**src/rtl/framer_pkg.sv**
```systemverilog
package framer_pkg;
  // Strobe bundle sent from the control side to the datapath.
  typedef struct packed {
    logic loadWord;   // capture the current window as an aligned word
  } frame_strobe_t;
endpackage

```
**src/rtl/framer_datapath.sv**
```systemverilog
module framer_datapath
  import framer_pkg::*;
#(
  parameter int WORD_BITS = 10,
  parameter int COMMA_BITS = 7,
  parameter logic [COMMA_BITS-1:0] COMMA_PAT = 7'b0011111
) (
  input  logic                 clk,
  input  logic                 rstN,
  input  logic                 serIn,
  input  frame_strobe_t        strobe,
  output logic                 commaHit,
  output logic [WORD_BITS-1:0] wordOut,
  output logic                 wordValid
);
  localparam int POLARITIES = 2;

  logic [WORD_BITS-1:0]  shiftReg;
  logic [COMMA_BITS-1:0] windowHead;
  logic [POLARITIES-1:0] polHit;

  // Oldest bit sits at the top of the window.
  always_ff @(posedge clk or negedge rstN) begin
    if (!rstN) shiftReg <= '0;
    else       shiftReg <= {shiftReg[WORD_BITS-2:0], serIn};
  end

  assign windowHead = shiftReg[WORD_BITS-1 -: COMMA_BITS];

  // One comparator per running-disparity polarity of the comma head.
  for (genvar g = 0; g < POLARITIES; g++) begin : g_pol
    localparam logic [COMMA_BITS-1:0] PAT = (g == 0) ? COMMA_PAT : ~COMMA_PAT;
    assign polHit[g] = (windowHead == PAT);
  end

  assign commaHit = |polHit;

  always_ff @(posedge clk or negedge rstN) begin
    if (!rstN) begin
      wordOut   <= '0;
      wordValid <= 1'b0;
    end else begin
      wordValid <= strobe.loadWord;
      if (strobe.loadWord) wordOut <= shiftReg;
    end
  end
endmodule

```
**src/rtl/framer_control.sv**
```systemverilog
module framer_control
  import framer_pkg::*;
#(
  parameter int WORD_BITS = 10,
  parameter int STABLE_BYTES = 2048
) (
  input  logic          clk,
  input  logic          rstN,
  input  logic          reframeEn,
  input  logic          commaHit,
  output frame_strobe_t strobe,
  output logic          framed,
  output logic          dblMode
);
  localparam int PH_W = $clog2(WORD_BITS);
  localparam int ST_W = $clog2(STABLE_BYTES + 1);
  localparam logic [PH_W-1:0] PH_LAST = PH_W'(WORD_BITS - 1);
  localparam logic [PH_W-1:0] PH_ONE  = PH_W'(1);
  localparam logic [ST_W-1:0] ST_LAST = ST_W'(STABLE_BYTES - 1);

  // phase == 0 means the window currently holds an aligned word.
  logic [PH_W-1:0] phase;
  logic [PH_W-1:0] candPhase;
  logic            candPend;
  logic [ST_W-1:0] stableCnt;

  logic atBoundary, offHit, candHit, realign, loadWord;

  function automatic logic [PH_W-1:0] stepPhase(input logic [PH_W-1:0] p);
    return (p == PH_LAST) ? '0 : p + PH_ONE;
  endfunction

  always_comb begin
    atBoundary = (phase == '0);
    offHit     = reframeEn && commaHit && !atBoundary;
    candHit    = candPend && (candPhase == '0);
    realign    = offHit && (!dblMode || candHit);
    loadWord   = atBoundary || realign;
  end

  assign strobe.loadWord = loadWord;

  // Word phase counter, reloaded when a comma moves the boundary.
  always_ff @(posedge clk or negedge rstN) begin
    if (!rstN)        phase <= PH_ONE;
    else if (realign) phase <= PH_ONE;
    else              phase <= stepPhase(phase);
  end

  // Candidate tracker for double-comma mode: one pending alignment.
  always_ff @(posedge clk or negedge rstN) begin
    if (!rstN) begin
      candPend  <= 1'b0;
      candPhase <= '0;
    end else if (!reframeEn || !dblMode || realign) begin
      candPend  <= 1'b0;
      candPhase <= stepPhase(candPhase);
    end else if (offHit) begin
      candPend  <= 1'b1;
      candPhase <= PH_ONE;
    end else begin
      if (candHit) candPend <= 1'b0;
      candPhase <= stepPhase(candPhase);
    end
  end

  // Consecutive-word count with reframing enabled; selects double mode.
  always_ff @(posedge clk or negedge rstN) begin
    if (!rstN) begin
      stableCnt <= '0;
      dblMode   <= 1'b0;
    end else if (!reframeEn) begin
      stableCnt <= '0;
      dblMode   <= 1'b0;
    end else if (loadWord && !dblMode) begin
      stableCnt <= stableCnt + 1'b1;
      if (stableCnt == ST_LAST) dblMode <= 1'b1;
    end
  end

  // Sticky framed flag.
  always_ff @(posedge clk or negedge rstN) begin
    if (!rstN) framed <= 1'b0;
    else if (reframeEn && commaHit && (atBoundary || realign)) framed <= 1'b1;
  end
endmodule

```
**src/rtl/comma_framer.sv**
```systemverilog
module comma_framer
  import framer_pkg::*;
#(
  parameter int WORD_BITS = 10,
  parameter int COMMA_BITS = 7,
  parameter int STABLE_BYTES = 2048,
  parameter logic [COMMA_BITS-1:0] COMMA_PAT = 7'b0011111
) (
  input  logic                 clk,
  input  logic                 rstN,
  input  logic                 serIn,
  input  logic                 reframeEn,
  output logic [WORD_BITS-1:0] wordOut,
  output logic                 wordValid,
  output logic                 framed
);
  frame_strobe_t strobe;
  logic          commaHit;
  logic          dblMode;

  framer_control #(
    .WORD_BITS(WORD_BITS),
    .STABLE_BYTES(STABLE_BYTES)
  ) u_ctrl (
    .clk(clk),
    .rstN(rstN),
    .reframeEn(reframeEn),
    .commaHit(commaHit),
    .strobe(strobe),
    .framed(framed),
    .dblMode(dblMode)
  );

  framer_datapath #(
    .WORD_BITS(WORD_BITS),
    .COMMA_BITS(COMMA_BITS),
    .COMMA_PAT(COMMA_PAT)
  ) u_dp (
    .clk(clk),
    .rstN(rstN),
    .serIn(serIn),
    .strobe(strobe),
    .commaHit(commaHit),
    .wordOut(wordOut),
    .wordValid(wordValid)
  );
endmodule

```
**config.mk**
```make
export PLATFORM = sky130hd
export DESIGN_NAME = comma_framer
export DESIGN_NICKNAME = d
export VERILOG_FILES = /design/src/rtl/framer_pkg.sv /design/src/rtl/framer_datapath.sv /design/src/rtl/framer_control.sv /design/src/rtl/comma_framer.sv
export SDC_FILE = /design/constraint.sdc
export NUM_CORES = 1
export LEC_CHECK = 0
export BUFFER_PORTS_ARGS = -buffer_cell sky130_fd_sc_hd__buf_2
export CORE_ASPECT_RATIO = 1.4
export CORE_UTILIZATION = 60
export DETAILED_ROUTE_END_ITERATION = 6
export PLACE_DENSITY_LB_ADDON = 0.25
export SYNTH_ARGS = -nofsm -noshare
export SYNTH_HDL_FRONTEND = slang
export SYNTH_SLANG_ARGS = --single-unit
```
**constraint.sdc**
```tcl
create_clock -name clk -period 3.65 [get_ports clk]
set_input_delay 0.365 -clock clk [delete_from_list [all_inputs] [get_ports clk]]
set_output_delay 0.365 -clock clk [all_outputs]
set_load 0.02 [all_outputs]
```
Word level (Yosys, flattened, before mapping)
Index checks and enable logic that the tools add are counted.
- register bits: 44
- input bits: 4
- word-level logic and storage cells: 50
- add/sub/neg operators: 3
- equality and inequality tests: 7
- multiplexer cells: 13
- reductions and logical operators: 18
- operators with widths (operator ; number):
    2-to-1 mux 12 bit ; 2
    2-to-1 mux 4 bit ; 5
    adder 12 x 1 -> 12 bit (second input constant) ; 1
    equality test 12 x 11 -> 1 bit (second input constant) ; 1
    adder 4 x 1 -> 4 bit (second input constant) ; 2
    equality test 4 bit (second input constant) ; 2
    zero test 4 bit ; 2
    equality test 7 x 5 -> 1 bit (second input constant) ; 1
    equality test 7 bit (second input constant) ; 1
    logical AND 1 bit ; 6
    2-to-1 mux 1 bit ; 6
    logical OR 1 bit ; 4
    inequality test 2 x 1 -> 1 bit (second input constant) ; 2
    zero test 1 bit ; 3
    nonzero test 3 bit ; 1
    AND reduction 2 bit ; 1
    OR reduction 2 bit ; 1

Longest topological paths before layout
Gate-level depths: netlist of run 1.
- word-level depth: 9
- depth in mapped cells: 8

Hierarchy
From an unflattened synthesis of run 1, not the netlist that was laid out.
- cells, all modules: 164
- area, all modules: 1924.3 um2
- modules (own cells, without submodules) (module ; times used ; cells each ; area each (um2) ; sequential area each (um2)):
    framer_control ; 1 ; 127 ; 1243.7 ; 576.8
    framer_datapath ; 1 ; 37 ; 680.7 ; 525.5

Worst setup path after synthesis of run 1
Ideal clock, no wire load.
- path kind: register to register
- from: register u_ctrl.phase[0]
- to: register u_ctrl.stableCnt[3]
- arrival: 1.833 ns
- setup slack: 1.698 ns
- cell stages (with the launch flop): 9
- path buffers: 2
- cell sequence: dfstp_2 -> inv_1 -> ha_1 -> and2_0 -> clkbuf_1 -> o31ai_2 -> buf_2 -> nor3_1 -> o21a_1
- word-level cells in the longest chain between the ends: 7
- RTL lines (item ; line ; text):
    start: declaration ; framer_control.sv:22 ; logic [PH_W-1:0] phase;
    start signal: assignment ; framer_control.sv:47 ; else phase <= stepPhase(phase);
    zero test 4 bit * ; framer_control.sv:34 ; atBoundary = (phase == '0);
    zero test 1 bit ; framer_control.sv:35 ; offHit = reframeEn && commaHit && !atBoundary;
    logical AND 1 bit ; framer_control.sv:35 ;
    logical AND 1 bit ; framer_control.sv:37 ; realign = offHit && (!dblMode || candHit);
    logical OR 1 bit * ; framer_control.sv:38 ; loadWord = atBoundary || realign;
    logical AND 1 bit * ; framer_control.sv:75 ; end else if (loadWord && !dblMode) begin
    inequality test 2 x 1 -> 1 bit (no source line) * ; -- ;
    end signal: assignment ; framer_control.sv:76 ; stableCnt <= stableCnt + 1'b1;
    end: declaration ; framer_control.sv:25 ; logic [ST_W-1:0] stableCnt;
Every way passes the cells marked *; elsewhere a longest branch is shown, timed or not.
A chain may end at the register's enable or synchronous reset.

Worst setup path after layout of run 1
- from: register u_ctrl.phase[0]
- to: register u_ctrl.stableCnt[10]
The elaborated chain is that of the path after synthesis.

==> summary.md, run 1 <==
| Metric | Value |
|---|---|
| Critical path type | reg2reg |
| Slew Limit Fails | 0 |
| DRC | 0 |
| Period minus WS final | 2.30 ns |
| Via Count | 1282 |
| Syn nets | 174 |
| DP HPWL | 2350 um |
| Yosys reg bits | 44 |
| Period utilisation layout | 62.9% |
| H-tree Lvls | 2 |
| Crit-path slowest cell | o31ai_2 |
| Reg2reg path depth | 6 |
| Data required time of the worst path | 3.82 ns |
| Critical-path maximum fanout | 15 |
| Largest net degree at the start of global routing | 45 |
| RSZ-0062 raised after global routing | false |
| Cell total after placement | 214 |
| Clk sink count | 44 |
| CTS tree | yes |
| Worst slew pin tran | 0.933 ns |
| Initial core utilization | 65.1% |
| Rel. slew slack | 37.4% |
| Ranking of synthesized cells by area | dfrtp_1 56%, mux2_2 5.3%, a21oi_1 2.9%, ha_1 2.6%, nor2_1 2.6% |
| CTS clock-pin slew for the worst setup and hold paths | 0.08 ns |
| Share of layout cells above drive strength 1 | 21.6% |
| GR Util All Layers | 22.2% |
| Synth cell count leaders | 43 x dfrtp_1, 13 x nor2_1, 11 x a21oi_1 |
| Post-DRT Antenna Nets | 0 |
| Routability Congestion | 0.843 |
| Distinct cells, synth | 40 |
| Core Area | 2940 um^2 |
| Final wirelength | 3210 um |
| Hold EP | u_dp.shiftReg[0] |
| Hold Path Origin | serIn |
| Overall Power | 1.50 mW |
| Endpoint type of the worst setup path | flop |
| Global-route wire length before repair | 5600 um |
| Root Driver | clkbuf_8 |
| Initial DRC count | 51 |
| Critical R2R Capture | u_ctrl.stableCnt[10] |
| ANT cells | 0 |
| Pleak | 0.908 nW |
| Synth area leader | dfrtp_1 |
| Synth Warn # | 0 |
| Total Die Area | 3420 um^2 |
| Fin cells | 222 |
| Crit-path cells | inv_1, ha_1, and2_0, o31ai_2, or4_1, a21oi_1 |
| CTS max path bufs | 2 |
| Most frequent cell after synthesis | dfrtp_1 |
| Post-synth top flop | dfrtp_1 |
| Via density | 5.77 |
| Max Freq | 0.435 GHz |
| Top-area cell type share of the netlist area | 56.3% |
| Vias in the first global route | 1291 |
| Mapped Avg Cell Area | 11.5 um^2 |
| PortBufs | 15 |
| Post-CTS resize count | 0 |
| Number of flops mapped to enable cells by yosys | 0 |
| Final setup violation count | 0 |
| # hold bufs at CTS | 0 |
| Max Cap Viol | 0 |
| Ys async rst share | 100% |
| TNS Setup | 0 ns |
| Final hold vios | 0 |
| Register area share after synthesis | 57.7% |
| Drt wl/cell | 14.5 um |
| R2r setup slk | 1.35 ns |
| Die X | 49.7 um |
| Initial antenna violation count | 0 |
| Cell area after synthesis | 1910 um^2 |
| CP max stage delay | 0.84 ns |
| Critical Path AT | 2.47 ns |
| Outcome | complete, no violations |
| # Post-CTS Setup Buffers | 0 |
| GRT overflow | 0 |
| Critical Path Source Type | flop |
| First-pass detailed-route iteration total | 4 |
| Ports | 16 |
| Std cell rows | 23 |
| Synth Instances | 166 |
| Clk_lat worst skew | 0.29 ns |
| Hold Crit Class | in2reg |
| R2r startpoint | u_ctrl.phase[0] |
| Pwr Density | 706 nW/um^2 |
| Final net count | 192 |
| Worst clock skew | 0.0105 ns |
| Layout area overhead | 10.9% |
| Chip Height | 68.8 um |
| Filler cell count in the final layout | 196 |
| Worst Hold Depth | 1 |
| TritonCTS buffer count | 5 |
| Largest vdd supply drop | 0.475 mV |
-- stage by stage --
step / hold WS (ns) / setup WS (ns) / util (%) / cell area (um^2)
floorplan: 0.0694 / 1.70 / - / 1910
global placement: 0.361 / 1.41 / 68.5 / 2010
detailed placement: 0.371 / 1.36 / 68.5 / 2010
CTS: 0.176 / 1.35 / 72.3 / 2120
global route: 0.175 / 1.19 / 72.3 / 2120
finish: 0.182 / 1.35 / 72.3 / 2120
-- registers in the layout (all words and copies together), names as in the netlist --
signal	count
u_ctrl.phase	4
u_dp.shiftReg	10
u_ctrl.candPend	1
u_dp.wordValid	1
u_dp.wordOut	10
u_ctrl.framed	1
u_ctrl.candPhase	4
u_ctrl.dblMode	1
u_ctrl.stableCnt	12
-- final cells by class --
type / count / area, um^2 / share of cell area [%]
flip-flops and latches: 44 / 1100 / 52.0
multi-input cells: 111 / 759 / 35.8
repair buffers: 15 / 75.1 / 3.54
clock buffers: 5 / 68.8 / 3.24
well taps: 37 / 46.3 / 2.18
clock inverters: 3 / 42.5 / 2.01
inverters: 7 / 26.3 / 1.24
-- per-layer routing --
layer | up-vias | global-route usage, % | part of all wire [%]
li1 | 623 | - | -
met1 | 633 | 24.8 | 42
met2 | 20 | 40.4 | 53
met3 | 6 | 5.26 | 3.5
met4 | 0 | 10.0 | 1.4
met5 | - | 0 | 0
-- cells in the final DEF, fill, tap and decap left out, types with 2 or more instances in the layout --
| master | count |
|---|---|
| a21oi_1 | 11 |
| buf_2 | 15 |
| clkbuf_8 | 5 |
| dfrtp_1 | 43 |
| ha_1 | 4 |
| inv_1 | 6 |
| mux2_1 | 3 |
| mux2_2 | 9 |
| nand2_1 | 10 |
| nand2b_1 | 6 |
| nand3_1 | 7 |
| nand4_1 | 3 |
| nor2_1 | 13 |
| nor3_1 | 5 |
| o21a_1 | 2 |
| o21ai_0 | 6 |
| o31ai_1 | 5 |
| or3_1 | 2 |
| or4_1 | 4 |
| xor2_1 | 4 |
-- worst max-delay path by stage --
stage / startpoint / slack [ns] / end
4_1_cts: u_ctrl.phase[0] / 1.35 / u_ctrl.stableCnt[3]
3_5_place_dp: u_ctrl.phase[0] / 1.36 / u_ctrl.stableCnt[3]
3_3_place_gp: reframeEn / 1.41 / u_dp.wordOut[6]
2_1_floorplan: u_ctrl.phase[0] / 1.70 / u_ctrl.stableCnt[3]
6_report: u_ctrl.phase[0] / 1.35 / u_ctrl.stableCnt[10]
5_1_grt: u_ctrl.phase[0] / 1.19 / u_ctrl.stableCnt[4]
-- worst max-delay path, delay by kind of cell, from the launching register on --
family / cells / cell delay, ns
DFF: 1 / 0.57
and+or+nand+nor: 2 / 0.44
buffers and inverters: 1 / 0.06
AOI/OAI and AO/OA: 2 / 0.91
adders and majority gates: 1 / 0.20
-- cell families after synthesis --
kind of cell,count (synthesis),synth area share [%]
compound gates,30,9.82
mux,13,7.59
flops,44,57.7
simple gates,59,17.4
xor+xnor,5,2.29
fa+ha+maj,4,2.62
buf+inv,11,2.62
-- where the power goes --
part | total, mW | internal [mW] | leakage (nW) | switching, mW
Sequential | 0.682 | 0.601 | 0.554 | 0.0810
Clock | 0.358 | 0.202 | 0.0541 | 0.156
Combinational | 0.456 | 0.189 | 0.300 | 0.267
Total | 1.50 | 0.993 | 0.908 | 0.504
Note: power is estimated with default switching activity, not from simulation.
==> inputs of run 2 (changes only) <==
ABC_AREA = 1   (was unset)
CORE_UTILIZATION = 59   (was 60)
clock period = 2.17 ns   (was 3.65 ns; I/O delays follow)
==> summary.md, run 2 <==
| Metric | Value |
|---|---|
| Outcome | complete, no violations |
| GR Util All Layers | 22.8% (+0.55 points) |
| Top-area cell type share of the netlist area | 51.0% (-5.2 points) |
| Synth Area in Simple Gates | 33.7% (+16 points) |
| Final Worst Setup Slack | 0.457 ns (-0.896 ns) |
| Critical Path AT | 1.95 ns (-0.52 ns) |
| Post-CTS resize count | 0 (unchanged) |
| Multi-input gate area | 851 um^2 (+12%) |
| Initial DRC count | 43 (-16%) |
| Synth area leader | dfrtp_1 |
| TritonCTS buffer count | 5 (unchanged) |
| Initial core utilization | 61.8% (-3.3 points) |
| DP HPWL | 2580 um (+9.5%) |
| Synth Area in Compound Gates | 2.61% (-7.2 points) |
| Most frequent cell after synthesis | nand2_1 |
| Design area | 2330 um^2 (+9.9%) |
| H-tree Lvls | 2 (unchanged) |
| Final net count | 277 (+44%) |
| Reg2reg path depth | 9 (+3) |
| Core Area | 3410 um^2 (+16%) |
| Number of flops mapped to enable cells by yosys | 0 (unchanged) |
| Clk sink count | 44 (unchanged) |
| Final Util | 68.3% (-3.9 points) |
| Max Cap Viol | 0 (unchanged) |
| Hold Crit Class | in2reg |
| Chip Height | 72.7 um (+5.7%) |
| Critical-path maximum fanout | 17 (+2) |
| Met3 usage | 5.42% (+0.15 points) |
| Synth Instances | 250 (+51%) |
| Global-route wire length before repair | 6390 um (+14%) |
| Std cell rows | 25 (+8.7%) |
| # hold bufs at CTS | 1 (+1) |
| Register Area | 1100 um^2 (unchanged) |
| Largest vdd supply drop | 0.764 mV (+61%) |
| Worst Hold Depth | 1 (unchanged) |
| Post-synthesis xor/xnor area fraction | 1.66% (-0.63 points) |
| Period utilisation layout | 78.9% (+16 points) |
| Data required time of the worst path | 2.41 ns (-1.41 ns) |
| PortBufs | 15 (unchanged) |
| Commonest non-fill, non-tap cell in the layout | nand2_1 |
| First-pass detailed-route iteration total | 4 (unchanged) |
| Via density | 5.33 (-7.8%) |
| Cell area after synthesis | 2110 um^2 (+10%) |
| # Post-CTS Setup Buffers | 0 (unchanged) |
| Slew Limit Fails | 0 (unchanged) |
| Synth Warn # | 0 (unchanged) |
| Max reg flops | 12 (unchanged) |
| Post-synth top flop | dfrtp_1 |
| Pwr Density | 1060 nW/um^2 (+50%) |
| Pleak | 1.19 nW (+32%) |
| TNS Setup | 0 ns (unchanged) |
| Final wirelength | 3800 um (+18%) |
| Mux contribution to synthesized area | 0% (-7.6 points) |
| Most used routing layer | met2 |
| Distinct cells, synth | 28 (-30%) |
| Endpoint type of the worst setup path | flop |
| Layout area overhead | 10.5% |
| ANT cells | 0 (unchanged) |
| Cell Area, Placed | 2220 um^2 (+11%) |
| Ports | 16 (unchanged) |
| Met1 usage | 27.6% (+2.7 points) |
| Critical path type | reg2reg |
| Total Die Area | 3820 um^2 (+12%) |
| Die X | 52.5 um (+5.7%) |
| CTS max path bufs | 2 (unchanged) |
| Via Count | 1651 (+29%) |
| GR Util met2 | 38.3% (-2.1 points) |
| Final hold vios | 0 (unchanged) |
| DRC | 0 (unchanged) |
| Filler cell count in the final layout | 288 (+47%) |
| Clk_lat worst skew | 0.30 ns (about the same) |
| Synth cell count leaders | 78 x nand2_1, 43 x dfrtp_1, 37 x nand3_1 |
| Largest family of logic cells by synthesized area | simple AND/OR/NAND/NOR gates |
| CTS clock-pin slew for the worst setup and hold paths | 0.08 ns (about the same) |
| Final setup violation count | 0 (unchanged) |
| Biggest registers after layout | u_ctrl.stableCnt (12), u_dp.shiftReg (10), u_dp.wordOut (10) |
| Largest net degree at the start of global routing | 45 (unchanged) |
| DP Worst Slack | 0.476 ns (-0.884 ns) |
| Rel. slew slack | 62.3% (+25 points) |
| Share of layout cells above drive strength 1 | 13.3% (-8.3 points) |
| Ranking of synthesized cells by area | dfrtp_1 51%, nand2_1 14%, nand3_1 8.8%, inv_1 4.8%, nor2_1 2.5% |
| Mapped Avg Cell Area | 8.43 um^2 (-27%) |
| Worst slew pin tran | 0.566 ns (-0.367 ns) |
| Post-DRT Antenna Nets | 0 (unchanged) |
| GRT overflow | 0 (unchanged) |
| Ys async rst share | 100% (unchanged) |
| Critical Path Source Type | flop |
| Initial antenna violation count | 0 (unchanged) |
| Drt wl/cell | 12.3 um (-15%) |
| Routability Congestion | 0.825 (-2.2%) |
| Largest register by flop count | u_ctrl.stableCnt |
| Period minus WS final | 1.71 ns (-0.584 ns) |
| Max Freq | 0.584 GHz (+34%) |
| Root Driver | clkbuf_8 |
| Yosys reg bits | 44 (unchanged) |
| CTS tree | yes |
| Vias in the first global route | 1482 (+15%) |
| Most frequent cells in the layout | 78 x nand2_1, 43 x dfrtp_1, 37 x nand3_1, 27 x inv_1, 15 x buf_2 |
| Worst clock skew | 0.00688 ns (-0.00366 ns) |
| Syn nets | 258 (+48%) |
| Register area share after synthesis | 52.3% (-5.4 points) |
| Post-Synth Adder-Cell Area | 2.37% (-0.24 points) |
| RSZ-0062 raised after global routing | false |
[run 2: cell count changes after synthesis, sizes merged, moves of 7 or more]
cell	previous run	this run
mux2	12	0
o21ai	8	0
nand2	10	81
a21oi	11	4
inv	7	27
nand3	7	38
[run 2: area by class of cell]
| cell class | instances | area share (%) |
|---|---|---|
| timing repair buffer | 20 | 5.48 |
| sequential | 44 | 47.3 |
| clock inverter | 2 | 0.644 |
| inverter | 27 | 4.35 |
| clock buffer | 6 | 3.54 |
| tap | 40 | 2.15 |
| multi-input combinational | 171 | 36.5 |
[run 2: per-layer routing]
layer	part of all wire, %	vias up
met5	0	-
met4	2.1	0
met3	2.4	8
met2	51	22
met1	45	782
li1	-	839
[run 2: power by group]
part	total (mW)	internal [mW]	switching, mW
combinational	0.815	0.275	0.540
clock	0.541	0.258	0.284
sequential	1.11	1.00	0.105
total	2.46	1.53	0.928
[run 2: kinds of logic after synthesis]
logic type,after synthesis
xor gates and xnor gates,4
DFF,44
adders and majority gates,4
buffers and inverters,35
AOI/OAI and AO/OA,8
and+or+nand+nor,155
[run 2: worst max-delay path: stages (launching register included)]
cell and delay (ns):
dfstp_2 0.57, inv_1 0.07, ha_1 0.20, nand3_2 0.12, inv_1 0.09, nor2_4 0.14
nand2_4 0.14, nand2_4 0.17, nand2_1 0.08, nand2_1 0.06
[run 2: path summary, 6_finish.rpt]
| path | startpoint | end | slack (ns) |
|---|---|---|---|
| setup / recovery | u_ctrl.phase[0] | u_dp.wordOut[7] | 0.46 |
| hold / removal | serIn | u_dp.shiftReg[0] | 0.02 |
| setup reg to reg | u_ctrl.phase[0] | u_dp.wordOut[7] | 0.46 |
| hold reg to reg | u_dp.shiftReg[2] | u_dp.shiftReg[3] | 0.38 |
| max in group asynchronous | rstN | u_ctrl.phase[0] | 1.49 |
| min in group asynchronous | rstN | u_dp.wordOut[5] | 0.41 |
[run 2: stage by stage]
stage / hold slack [ns] / cells / power [mW]
finish: 0.0163 / 310 / 2.46
global route: 0.00134 / 310 / 2.64
CTS: 0.00855 / 310 / 2.50
detailed placement: 0.213 / 301 / 1.95
global placement: 0.212 / 301 / 1.92
floorplan: -0.0786 / 250 / 1.72
